**src/rtl/ide_mmio_frontend.sv**
```systemverilog
module ide_mmio_frontend #(
  parameter int ADDR_W = 12,
  parameter int DATA_W = 32,
  parameter logic [DATA_W-1:0] MISS_VAL = '1
) (
  input  logic              clk,
  input  logic              rst_n,
  input  logic              req_valid,
  input  logic              req_write,
  input  logic [ADDR_W-1:0] req_addr,
  input  logic [2:0]        req_size,
  input  logic [DATA_W-1:0] req_wdata,
  output logic [DATA_W-1:0] rd_data,
  output logic [DATA_W-1:0] dev_wdata,
  output logic              dp_rd,
  output logic              dp_wr,
  output logic              dp_wide,
  input  logic [DATA_W-1:0] dp_rdata,
  output logic              tf_rd,
  output logic              tf_wr,
  output logic [2:0]        tf_sel,
  input  logic [7:0]        tf_rdata,
  output logic              st_rd,
  input  logic [7:0]        st_rdata,
  output logic              cmd_wr,
  input  logic              dma_irq_in,
  input  logic              drv_irq_in,
  output logic              dma_irq_out,
  output logic              drv_irq_out
);
  localparam int SLOT_W = ADDR_W - 4;
  localparam logic [SLOT_W-1:0] S_DATA  = SLOT_W'(0);
  localparam logic [SLOT_W-1:0] S_STAT0 = SLOT_W'(8);
  localparam logic [SLOT_W-1:0] S_STAT1 = SLOT_W'(22);
  localparam logic [SLOT_W-1:0] S_TIME  = SLOT_W'(32);
  localparam logic [SLOT_W-1:0] S_IRQ   = SLOT_W'(48);

  logic [SLOT_W-1:0] slot;
  logic sz1, sz2, sz4;
  logic hit_dp, hit_tf, hit_sc, hit_tm, hit_iq;
  logic rd_go, wr_go;

  logic [DATA_W-1:0] timing_q;
  logic              irq_dma_q, irq_drv_q;
  logic              dma_prev_q, drv_prev_q;

  assign slot = req_addr[ADDR_W-1:4];
  assign sz1  = (req_size == 3'd1);
  assign sz2  = (req_size == 3'd2);
  assign sz4  = (req_size == 3'd4);

  assign hit_dp = (slot == S_DATA) && (sz2 || sz4);
  assign hit_tf = (slot >= SLOT_W'(1)) && (slot <= SLOT_W'(7)) && sz1;
  assign hit_sc = ((slot == S_STAT0) || (slot == S_STAT1)) && sz1;
  assign hit_tm = (slot == S_TIME) && sz4;
  assign hit_iq = (slot == S_IRQ) && sz4;

  assign rd_go = req_valid && !req_write;
  assign wr_go = req_valid &&  req_write;

  assign dp_rd   = rd_go && hit_dp;
  assign dp_wr   = wr_go && hit_dp;
  assign dp_wide = sz4;
  assign tf_rd   = rd_go && hit_tf;
  assign tf_wr   = wr_go && hit_tf;
  assign tf_sel  = slot[2:0];
  assign st_rd   = rd_go && hit_sc;
  assign cmd_wr  = wr_go && hit_sc;
  assign dev_wdata = req_wdata;

  assign dma_irq_out = dma_irq_in;
  assign drv_irq_out = drv_irq_in;

  always_comb begin
    rd_data = MISS_VAL;
    if (hit_dp)      rd_data = sz4 ? dp_rdata : {{(DATA_W-16){1'b0}}, dp_rdata[15:0]};
    else if (hit_tf) rd_data = {{(DATA_W-8){1'b0}}, tf_rdata};
    else if (hit_sc) rd_data = {{(DATA_W-8){1'b0}}, st_rdata};
    else if (hit_tm) rd_data = timing_q;
    else if (hit_iq) rd_data = {irq_dma_q, irq_drv_q, {(DATA_W-2){1'b0}}};
  end

  always_ff @(posedge clk) begin
    if (!rst_n) begin
      timing_q   <= '0;
      irq_dma_q  <= 1'b0;
      irq_drv_q  <= 1'b0;
      dma_prev_q <= 1'b0;
      drv_prev_q <= 1'b0;
    end else begin
      dma_prev_q <= dma_irq_in;
      drv_prev_q <= drv_irq_in;
      if (wr_go && hit_tm) timing_q <= req_wdata;
      if (dma_irq_in != dma_prev_q)
        irq_dma_q <= dma_irq_in;
      else if (wr_go && hit_iq && req_wdata[DATA_W-1])
        irq_dma_q <= 1'b0;
      if (drv_irq_in != drv_prev_q)
        irq_drv_q <= drv_irq_in;
    end
  end
endmodule

```
**config.mk**
```make
export PLATFORM = sky130hd
export DESIGN_NAME = ide_mmio_frontend
export DESIGN_NICKNAME = d
export VERILOG_FILES = /design/src/rtl/ide_mmio_frontend.sv
export SDC_FILE = /design/constraint.sdc
export NUM_CORES = 1
export LEC_CHECK = 0
export ABC_AREA = 1
export BUFFER_PORTS_ARGS = -buffer_cell sky130_fd_sc_hd__clkbuf_2
export CAP_MARGIN = 20
export CORE_ASPECT_RATIO = 0.75
export CORE_MARGIN = 2
export CORE_UTILIZATION = 35
export DETAILED_ROUTE_END_ITERATION = 7
export PLACE_DENSITY = 0.69
export SLEW_MARGIN = 0
export SYNTH_ARGS = -nofsm -noshare
export SYNTH_HDL_FRONTEND = slang
export SYNTH_SLANG_ARGS = --single-unit
```
**constraint.sdc**
```tcl
create_clock -name clk -period 2.25 [get_ports clk]
set_input_delay 0.225 -clock clk [delete_from_list [all_inputs] [get_ports clk]]
set_output_delay 0.225 -clock clk [all_outputs]
set_load 0.01 [all_outputs]
```
## Word level (Yosys, flattened, before mapping)

Cells that the tools add are included.

| operators by class | value |
|---|---|
| magnitude comparators | 2 |
| multiplexer cells | 8 |
| reduce and logical (&&, ||, !) cells | 22 |
| eq/ne operators | 9 |

Operators with widths:

| kind | number |
|---|---|
| two-way mux 32 bit | 6 |
| logical AND 1 bit | 17 |
| == test 8 x 6 -> 1 bit, second input constant | 2 |
| == test 8 x 4 -> 1 bit, second input constant | 1 |
| == test 8 x 5 -> 1 bit, second input constant | 1 |
| greater-or-equal comparator 8 x 1 -> 1 bit, second input constant | 1 |
| <= comparator 8 x 3 -> 1 bit, second input constant | 1 |
| logical NOT 8 bit | 1 |
| == test 3 x 1 -> 1 bit, second input constant | 1 |
| == test 3 x 2 -> 1 bit, second input constant | 1 |
| == test 3 bit, second input constant | 1 |
| logical OR 1 bit | 2 |
| two-way mux 1 bit | 2 |
| inequality test 1 bit | 2 |
| nonzero test 2 bit | 1 |
| logical NOT 1 bit | 1 |

| storage, ports and cells | value |
|---|---|
| word-level logic and storage cells | 46 |
| register bits | 36 |
| input bits | 101 |
| output and inout port bits | 76 |

## Depth between registers and ports, before layout

Gate-level depths: netlist (run 1).

| depth | value |
|---|---|
| depth after elaboration | 7 |
| gate-level depth with buffers | 11 |
| mapped depth without buffers | 10 |

## Least setup slack after synthesis (run 1)

Ideal clock, no wire load.

| timing path | value |
|---|---|
| path kind | input to output |
| start point | input req_addr[10] |
| end point | output rd_data[11] |
| stages | 11 |
| path buffers | 1 |
| slack | 0.816 ns |
| data required time | 2.025 ns |
| arrival | 1.209 ns |
| cells stage by stage | inv_1 nand2_1 nor2_2 inv_1 nor2_2 o21ai_4 inv_4 nor2_8 buf_6 nand2_1 nand2_1 |

| between the ends | value |
|---|---|
| word-level cells in the longest chain between the ends | 7 |
| elaborated cells on any way between the ends | 19 |
| classes of those cells | 2 x order compare; 4 x eq/ne; 5 x mux; 8 x reduce/logical |

RTL lines:

| item | RTL line | RTL |
|---|---|---|
| start, declared | 10 | `input logic [ADDR_W-1:0] req_addr,` |
| == test 8 x 6 -> 1 bit | 56 | `assign hit_iq = (slot == S_IRQ) && sz4;` |
| logical AND 1 bit | 56 |  |
| two-way mux 32 bit | 80 | `else if (hit_iq) rd_data = {irq_dma_q, irq_drv_q, {(DATA_W-2){1'b0}}};` |
| two-way mux 32 bit | 79 | `else if (hit_tm) rd_data = timing_q;` |
| two-way mux 32 bit | 78 | `else if (hit_sc) rd_data = {{(DATA_W-8){1'b0}}, st_rdata};` |
| two-way mux 32 bit | 77 | `else if (hit_tf) rd_data = {{(DATA_W-8){1'b0}}, tf_rdata};` |
| two-way mux 32 bit (*) | 76 | `if (hit_dp) rd_data = sz4 ? dp_rdata : {{(DATA_W-16){1'b0}}, dp_rdata[15:0]};` |
| end, declared | 13 | `output logic [DATA_W-1:0] rd_data,` |

Mark *: on every way between the ends. The rest lies on a longest branch, timed or not.

## Final worst setup path (run 1)

| timing path | value |
|---|---|
| start point | input req_addr[5] |
| end point | output rd_data[27] |

The elaborated chain is that of the path after synthesis.

==> results of run 1 <==
-- power by group through the flow --
stage	Sequential (mW)	Combinational (mW)	Clock [mW]
finish	0.644	0.228	0.567
detailed placement	0.659	0.229	0
global route	0.644	0.255	0.610
global placement	0.659	0.225	0
CTS	0.644	0.230	0.584
floorplan	0.658	0.131	0
-- layer usage --
layer  track usage  wire, µm
met1        0.2250      3413
met2        0.3187      3634
met3       0.02939       500
met4       0.03733        64
met5             0         0
-- cells by family (layout without fill, tap and decap cells) --
| logic type | after synthesis | count (layout) | synth area share |
|---|---|---|---|
| simple gates | 180 | 180 | 0.3091 |
| fa+ha+maj | 1 | 1 | 0.004640 |
| flops | 36 | 36 | 0.2673 |
| compound gates | 103 | 103 | 0.1954 |
| buf+inv | 114 | 242 | 0.2237 |
-- worst max-delay path: stages --
cell,delay (ps)
clkbuf_2,120
inv_1,70
nand2_1,90
nor2_4,250
nand3_2,140
nand2_1,260
buf_4,250
o21ai_0,100
nand2_1,80
nand2_1,50
clkbuf_2,120
-- synthesized netlist by cell type --
library cell	instances
dfxtp_1	36
o21ai_1	19
nor2_1	21
nor2_8	1
clkbuf_1	12
nand2_2	1
nor2_4	4
buf_4	39
inv_4	1
nand3_4	1
buf_6	3
o21ai_4	1
nand3b_1	8
nand4_1	5
nand2_1	115
or2_0	3
nand3_2	3
o21ai_0	46
a21oi_1	37
nor2_2	2
inv_1	50
nand3_1	14
nor3_1	1
buf_2	3
ha_1	1
or2_2	1
inv_2	6
-- placed cells by master, fill, tap and decap left out, drive strengths merged --
master / count
o21ai: 66
dfxtp: 36
clkbuf: 177
nor2: 28
or2: 4
ha: 1
a21oi: 37
bufinv: 1
nand3: 18
nor3: 1
clkinv: 1
inv: 57
clkinvlp: 1
nand2: 116
nand4: 5
buf: 5
nand3b: 8
-- per-stage QoR --
stage	utilization	power [mW]	instance area [µm²]
final	0.4658	1.439	3446
after global routing	0.4658	1.509	3446
after CTS	0.4658	1.458	3446
after detailed placement	0.4507	0.8879	3334
after global placement	0.4507	0.8834	3334
after floorplan	-	0.7896	2696
-- final cells by class --
class,count,area [µm²],share of cell area
Sequential cell,36,720.7,0.2092
Multi-Input combinational cell,284,1373,0.3983
Clock inverter,3,42.54,0.01235
Tap cell,101,126.4,0.03667
Inverter,57,216.5,0.06282
Timing Repair Buffer,177,898.4,0.2607
Clock buffer,5,68.82,0.01997
-- path summary, 6_finish.rpt --
| path | from | to |
|---|---|---|
| setup / recovery | req_addr[5] | rd_data[27] |
| hold / removal | drv_irq_in | drv_prev_q$_SDFF_PN0_ |
| setup reg to reg | dma_prev_q$_SDFF_PN0_ | irq_dma_q$_SDFFE_PN0P_ |
| hold reg to reg | drv_prev_q$_SDFF_PN0_ | irq_drv_q$_SDFFE_PN0P_ |
-- sequential cells by signal (all words and copies together) (netlist names) --
signal and cells:
irq_drv_q 1, timing_q 32, irq_dma_q 1, dma_prev_q 1, drv_prev_q 1
==> results.md, run 1 <==
- Outcome: complete, no violations
- Vias per cell: between 4 and 5
- Sw Pwr: between 300 and 400 µW
- Yosys top cell by area: dfxtp_1
- Switching Fraction: 0.2521
- R2R setup slack: about 1300 ps
- Rel. slew slack: 0.5934
- Final #Nets: 663
- Routability cong.: 0.8195
- Crit-path max FO: 13
- Ant. Diodes: 0
- Leakage Power: 1.730 nW
- Final HPWL from detailed placement: 6028 µm
- PostCTS Resize Cnt: 0
- Io pins: between 150 and 200
- Fin. max-slew vios: 0
- Initial DRC Count: 117
- TNS Setup: 0 ps
- Chip width: 105.4 µm
- CTS root buf: clkbuf_8
- # DRC: 0
- Dpl cells: approximately 660
- VDD IR max: 0.2296 mV
- Yosys top cell area share: 0.2673
- All-Layer GR Usage: 0.1778
- Final setup fails: 0
- Pwr dens: around 420 nW/µm²
- Final hold vios: 0
- Core area: about 7400 µm²
- Final wirelength: between 7000 and 8000 µm
- CP Launch Type: input port
- Vias in the first global route: 2701
- Crit. End Element: primary output
- Hold depth: 3
- Port Buffers: ~170
- Clk pwr share: 0.394
- Post-Place Worst Slack: between 200 and 300 ps
- Initial antenna violation count: 0
- Max Fclk: between 500 and 600 MHz
- Ranking of synthesized cells by area: dfxtp_1 (27%), nand2_1 (16%), buf_4 (11%)
- Initial Utilization: 0.3645
- Clock Sinks: 36
- Clock Skews: about 0.077 ps
- Post-route ant nets: 0
- Syn Inst Count: between 400 and 500
- WP data required: approximately 2000 ps
- Register area share after synthesis: 0.2673
- FP Rows: 27
- Setup ws final: 285.4 ps
- First-pass GRT wire length: around 12000 µm
- CTS tree: yes
- Synth unique cells: 27
- Gate power share: 0.159
- Worst EP arrival: between 1500 and 2000 ps
- Worst-Skew Late Latency: between 200 and 300 ps
- Number of H-tree levels: 2
- Max-cap check violation count: 0
- Worst Hold Class: input port to register
- Max clock buf depth: 2
- First-pass DRT Iterations: 5
- Vias: 3074
- Unrepaired setup endpoints after global routing: no
- CP Class: input port to primary output
- Mapped Area: about 2700 µm²
- # hold bufs at CTS: 0
- Yosys warns: 0
- Worst-path clk slew: roughly 80 ps
- Avg Inst Size Synth: between 6 and 7 µm²
- Total gr overflow: 0
- Total die area: approximately 8400 µm²
- Seq pwr share: 0.447
- Actual slew at the worst max-slew pin: approximately 610 ps
- Pint: around 1.1 mW
- Die H: roughly 80 µm
- Flops & latches, synth: 36
- Post-CTS setup buffers: 0
- Syn-to-layout area delta: 27.80%
- Post-Syn Nets: around 540
- Cts bufs inserted: 5
- R2r worst-path depth: 4
- Share of layout cells above drive strength 1: 0.3665
- Non-Filler Instances: roughly 660
- Final hold slack: ~170 ps
- Fillcell total: a little under 800
- Largest net degree at the start of global routing: 37
- Final min period: between 1500 and 2000 ps
- Final worst path period share: 0.8732
- WL per Instance: 11.48 µm
Power figures use the tool's default switching activity.
==> run 2, diff against run 1 <==
RECOVER_POWER = 100   (was not set)
==> results.md, run 2 (synthesis results as in run 1) <==
- Outcome: complete, no violations
- Critical Path Max Stage Delay: 330 ps (+70 ps)
- Clock Skews: 0.08085 ps (+0.004108 ps)
- Port Buffers: 172 (unchanged)
- Final wirelength: 7645 µm (+0.43%)
- CTS tree: yes
- Vias in the first global route: 2701 (unchanged)
- FP Rows: 27 (unchanged)
- Max clock buf depth: 2 (unchanged)
- Syn-to-layout area delta: 24.18%
- Rel. slew slack: 0.1169 (-0.4765)
- Worst-Skew Late Latency: 280 ps (about the same)
- Die H: 80.01 µm (unchanged)
- Initial DRC Count: 153 (+31%)
- Initial antenna violation count: 0 (unchanged)
- Clock Sinks: 36 (unchanged)
- Total gr overflow: 0 (unchanged)
- Final #Nets: 663 (unchanged)
- CP Class: input port to primary output
- Design Power: 1.425 mW (-0.93%)
- PostCTS Resize Cnt: 0 (unchanged)
- Dpl cells: 655 (unchanged)
- Final min period: 2001 ps (+36.71 ps)
- Unrepaired setup endpoints after global routing: no
- Post-CTS setup buffers: 0 (unchanged)
- Fin. max-slew vios: 0 (unchanged)
- TNS Setup: 0 ps (unchanged)
- Vias per cell: 4.611 (-0.55%)
- Io pins: 177 (unchanged)
- Pwr dens: 425.7 nW/µm² (+2.0%)
- All-Layer GR Usage: 0.1778 (unchanged)
- Post-route ant nets: 0 (unchanged)
- First-pass GRT wire length: 12150 µm (unchanged)
- Final hold vios: 0 (unchanged)
- Worst EP arrival: 1780 ps (+40 ps)
- CP Launch Type: input port
- Commonest non-fill, non-tap cell in the layout: nand2_1
- Ant. Diodes: 0 (unchanged)
- Total die area: 8429 µm² (unchanged)
- Most flop-heavy register: timing_q
- Vias: 3057 (-0.55%)
- Most frequent cells in the layout: nand2_1 (115), clkbuf_2 (107), clkbuf_1 (66)
- Worst Hold Class: input port to register
- Leakage Power: 1.541 nW (-11%)
- # hold bufs at CTS: 0 (unchanged)
- Share of layout cells above drive strength 1: 0.2438 (-0.1228)
- Final setup fails: 0 (unchanged)
- Number of H-tree levels: 2 (unchanged)
- Core area: 7398 µm² (unchanged)
- First-pass DRT Iterations: 4 (-1)
- Actual slew at the worst max-slew pin: 1325 ps (+714.7 ps)
- Max-cap check violation count: 0 (unchanged)
- Crit-path max FO: 16 (+3)
- Crit-path cells: clkbuf_2, inv_1, nand2_1, nor2_1, inv_1, nor2_1, inv_1, nor2_4, nand2_1, nand2_1, clkbuf_1
- Initial Utilization: 0.3645 (unchanged)
- Routability cong.: 0.8195 (unchanged)
- # DRC: 0 (unchanged)
- Largest register FFs: 32 (unchanged)
- WP data required: 2030 ps (about the same)
- Worst path slowest cell: nor2_4
- VDD IR max: 0.2266 mV (-1.3%)
- Max Fclk: 499.7 MHz (-1.8%)
- Crit. End Element: primary output
- Worst-path clk slew: 80 ps (about the same)
- Bufs and invs on worst path: 5 (+1)
- Final HPWL from detailed placement: 6028 µm (unchanged)
- WL per Instance: 11.53 µm (+0.43%)
- Non-Filler Instances: 663 (unchanged)
- Cell family with most CP delay: simple AND/OR/NAND/NOR gates
- Largest net degree at the start of global routing: 37 (unchanged)
- CTS root buf: clkbuf_8
- Chip width: 105.4 µm (unchanged)
- Final worst path period share: 0.8895 (+0.01632)
- Cts bufs inserted: 5 (unchanged)
[run 2: metal layers]
metal | track usage | part of all wire | up-vias
li1 | - | - | 1600
met1 | 0.2250 | 0.45 | 1341
met2 | 0.3187 | 0.48 | 110
met3 | 0.02939 | 0.064 | 6
met4 | 0.03733 | 0.0077 | 0
met5 | 0 | 0 | -
[run 2: stage by stage]
stage                     hold slack [ps]  cell area, µm²  utilization  worst slack, ps
final                               165.5            3348       0.4526            248.7
after global routing                163.2            3348       0.4526            42.10
after CTS                           162.1            3446       0.4658            248.4
after detailed placement            400.5            3334       0.4507            261.4
after global placement              386.4            3334       0.4507            275.2
after floorplan                     318.5            2696            -            815.5
[run 2: power by group]
group	internal [mW]	switching [mW]
registers	0.642	0.00203
clock network	0.328	0.237
logic	0.0967	0.120
[run 2: final timing paths]
check	from	to	slack [ps]	depth (start not counted)
hold reg to reg	drv_prev_q$_SDFF_PN0_	irq_drv_q$_SDFFE_PN0P_	410	1
setup / recovery	req_addr[10]	rd_data[29]	250	11
setup reg to reg	dma_prev_q$_SDFF_PN0_	irq_dma_q$_SDFFE_PN0P_	1310	5
hold / removal	drv_irq_in	drv_prev_q$_SDFF_PN0_	170	3
[run 2: worst reg2reg max path: stages, from the launching register on]
cell	delay, ps
dfxtp_1	310
inv_1	30
ha_1	280
nand3_1	90
nand2_1	50
nor2_1	120
[run 2: final cells by class]
type                            instances  area (µm²)
Sequential cell                        36       720.7
Clock buffer                            5       68.82
Clock inverter                          3       42.54
Multi-Input combinational cell        284        1360
Timing Repair Buffer                  177       813.3
Tap cell                              101       126.4
Inverter                               57       216.5
Fill cell                             828        4050
==> run 3, diff against run 2 <==
ABC_AREA = not set   (was 1)
==> results.md, run 3 <==
- Outcome: complete, no violations
- CTS root buf: clkbuf_8
- Fin. max-slew vios: 0 (unchanged)
- Final setup fails: 0 (unchanged)
- WL per Instance: 13.75 µm (+19%)
- Core area: 7331 µm² (-0.91%)
- Avg Inst Size Synth: 7.525 µm² (+21%)
- CP Class: input port to primary output
- Initial Utilization: 0.3603 (-0.004151)
- Syn Inst Count: 351 (-19%)
- Most flop-heavy register: timing_q
- Io pins: 177 (unchanged)
- Die H: 79.23 µm (-0.97%)
- WP data required: 2030 ps (about the same)
- Pwr dens: 425.7 nW/µm² (about the same)
- Max clock buf depth: 2 (unchanged)
- Critical Path Max Stage Delay: 600 ps (+270 ps)
- First-pass GRT wire length: 12630 µm (+4.0%)
- Non-Filler Instances: 583 (-12%)
- Crit-path max FO: 8 (-8)
- Rel. slew slack: 0.1742 (+0.05732)
- CP Launch Type: input port
- Cell family with most CP delay: simple AND/OR/NAND/NOR gates
- Commonest non-fill, non-tap cell in the layout: clkbuf_2
- Clock Sinks: 36 (unchanged)
- Share of layout cells above drive strength 1: 0.3154 (+0.07158)
- Ant. Diodes: 0 (unchanged)
- Final min period: 2161 ps (+159.9 ps)
- Post-CTS setup buffers: 0 (unchanged)
- Cts bufs inserted: 5 (unchanged)
- Worst-path clk slew: 70 ps (about the same)
- Post-synth EDFFs: 0 (unchanged)
- Final hold slack: 169.1 ps (+3.577 ps)
- Mapped Area: 2641 µm² (-2.0%)
- FP Rows: 27 (unchanged)
- Final worst path period share: 0.9605 (+0.07105)
- Async SR Flop Fraction: 0 (unchanged)
- Worst Hold Class: input port to register
- Main synth FF type: dfxtp_1
- All-Layer GR Usage: 0.1854 (+0.007611)
- Placed Area: 3369 µm² (+1.1%)
- Register area share after synthesis: 0.2729 (+0.005571)
- Initial antenna violation count: 0 (unchanged)
- Vias per cell: 5.019 (+8.8%)
- Post-route cell area: 3378 µm² (+0.90%)
- # DRC: 0 (unchanged)
- Chip width: 104.3 µm (-0.99%)
- Initial DRC Count: 160 (+4.6%)
- Post-route ant nets: 0 (unchanged)
- Final hold vios: 0 (unchanged)
- Most used cell along the critical path: clkbuf_1
- Largest net degree at the start of global routing: 41 (+11%)
- Worst EP arrival: 1940 ps (+160 ps)
- Actual slew at the worst max-slew pin: 1239 ps (-85.98 ps)
- Synth unique cells: 41 (+52%)
- Vias in the first global route: 2746 (+1.7%)
- Final wirelength: 8016 µm (+4.9%)
- Crit. End Element: primary output
- Top post-synthesis cells by count: nand3_1 (66), buf_4 (37), nand2_1 (37), dfxtp_1 (36), inv_1 (25)
- Final #Nets: 583 (-12%)
- Crit-path cells: clkbuf_1, or4b_4, clkbuf_1, a211oi_1, nor2_1, o221a_2, clkbuf_2
- Design Power: 1.438 mW (+0.89%)
- Clock Skews: 0.2001 ps (+0.1193 ps)
- TNS Setup: 0 ps (unchanged)
- Vias: 2926 (-4.3%)
- VDD IR max: 0.2632 mV (+16%)
- Top-count cell post-synth: nand3_1
- Largest register FFs: 32 (unchanged)
- Yosys warns: 0 (unchanged)
- Routability cong.: 0.8227 (+0.39%)
- CTS tree: yes
- Max Fclk: 462.7 MHz (-7.4%)
- Final HPWL from detailed placement: 6105 µm (+1.3%)
- # hold bufs at CTS: 0 (unchanged)
- Most frequent cells in the layout: clkbuf_2 (115), nand3_1 (66), clkbuf_1 (62)
- Flops & latches, synth: 36 (unchanged)
- Yosys top cell area share: 0.2729 (+0.005571)
- Total gr overflow: 0 (unchanged)
- Port Buffers: 172 (unchanged)
- Bufs and invs on worst path: 3 (-2)
- Worst path slowest cell: or4b_4
- Number of H-tree levels: 2 (unchanged)
- Yosys top cell by area: dfxtp_1
- Total die area: 8264 µm² (-2.0%)
- PostCTS Resize Cnt: 0 (unchanged)
- Dpl cells: 574 (-12%)
- Worst-Skew Late Latency: 280 ps (about the same)
- Syn-to-layout area delta: 27.90%
- Leakage Power: 1.546 nW (+0.32%)
- First-pass DRT Iterations: 4 (unchanged)
- Post-Syn Nets: 453 (-15%)
- Ranking of synthesized cells by area: dfxtp_1 (27%), nand3_1 (13%), buf_4 (11%)
- Max-cap check violation count: 0 (unchanged)
-- run 3: power breakdown --
group / internal (mW) / switching, mW
Combinational: 0.103 / 0.131
Sequential: 0.641 / 0.00176
Clock: 0.328 / 0.234
Total: 1.07 / 0.366
-- run 3: worst paths after layout --
| path | startpoint | depth (start not counted) | slack, ps | endpoint |
|---|---|---|---|---|
| worst min-delay path | req_wdata[5] | 3 | 170 | timing_q[5]$_SDFFE_PN0P_ |
| worst max register to register | dma_prev_q$_SDFF_PN0_ | 5 | 1150 | irq_dma_q$_SDFFE_PN0P_ |
| worst min register to register | timing_q[8]$_SDFFE_PN0P_ | 2 | 450 | timing_q[8]$_SDFFE_PN0P_ |
| worst max-delay path | req_addr[9] | 7 | 90 | rd_data[14] |
-- run 3: final cells by class --
| type | instances | area [µm²] |
|---|---|---|
| repair buffers | 188 | 892.1 |
| clock inverters | 3 | 42.54 |
| well taps | 101 | 126.4 |
| inverters | 25 | 93.84 |
| clock buffers | 5 | 68.82 |
| flip-flops and latches | 36 | 720.7 |
| fillers | 825 | 3953 |
| multi-input cells | 225 | 1434 |
-- run 3: logic make-up after synthesis --
group           Yosys count  share of synthesized area
fa+ha+maj                 2                   0.008526
flops                    36                     0.2729
xor+xnor                  1                   0.003317
compound gates           67                     0.2099
buf+inv                  90                     0.1881
mux                       2                   0.007580
simple gates            153                     0.3098
-- run 3: stage by stage --
stage / setup WS [ps] / util
CTS: 29.89 / 0.4748
floorplan: 233.4 / -
detailed placement: 42.99 / 0.4596
finish: 88.82 / 0.4608
global route: -6.593 / 0.4608
global placement: 64.33 / 0.4596
-- run 3: routing by layer --
| metal | share of wire | global-route usage |
|---|---|---|
| met3 | 0.058 | 0.04844 |
| met2 | 0.48 | 0.3255 |
| met1 | 0.45 | 0.2292 |
| met5 | 0 | 0 |
| met4 | 0.0037 | 0.04054 |
-- run 3: worst reg2reg max path: stages (launching register included) --
cell	delay [ps]
dfxtp_1	310
inv_1	40
ha_1	260
o41ai_1	80
nor2_1	90
a31o_2	220
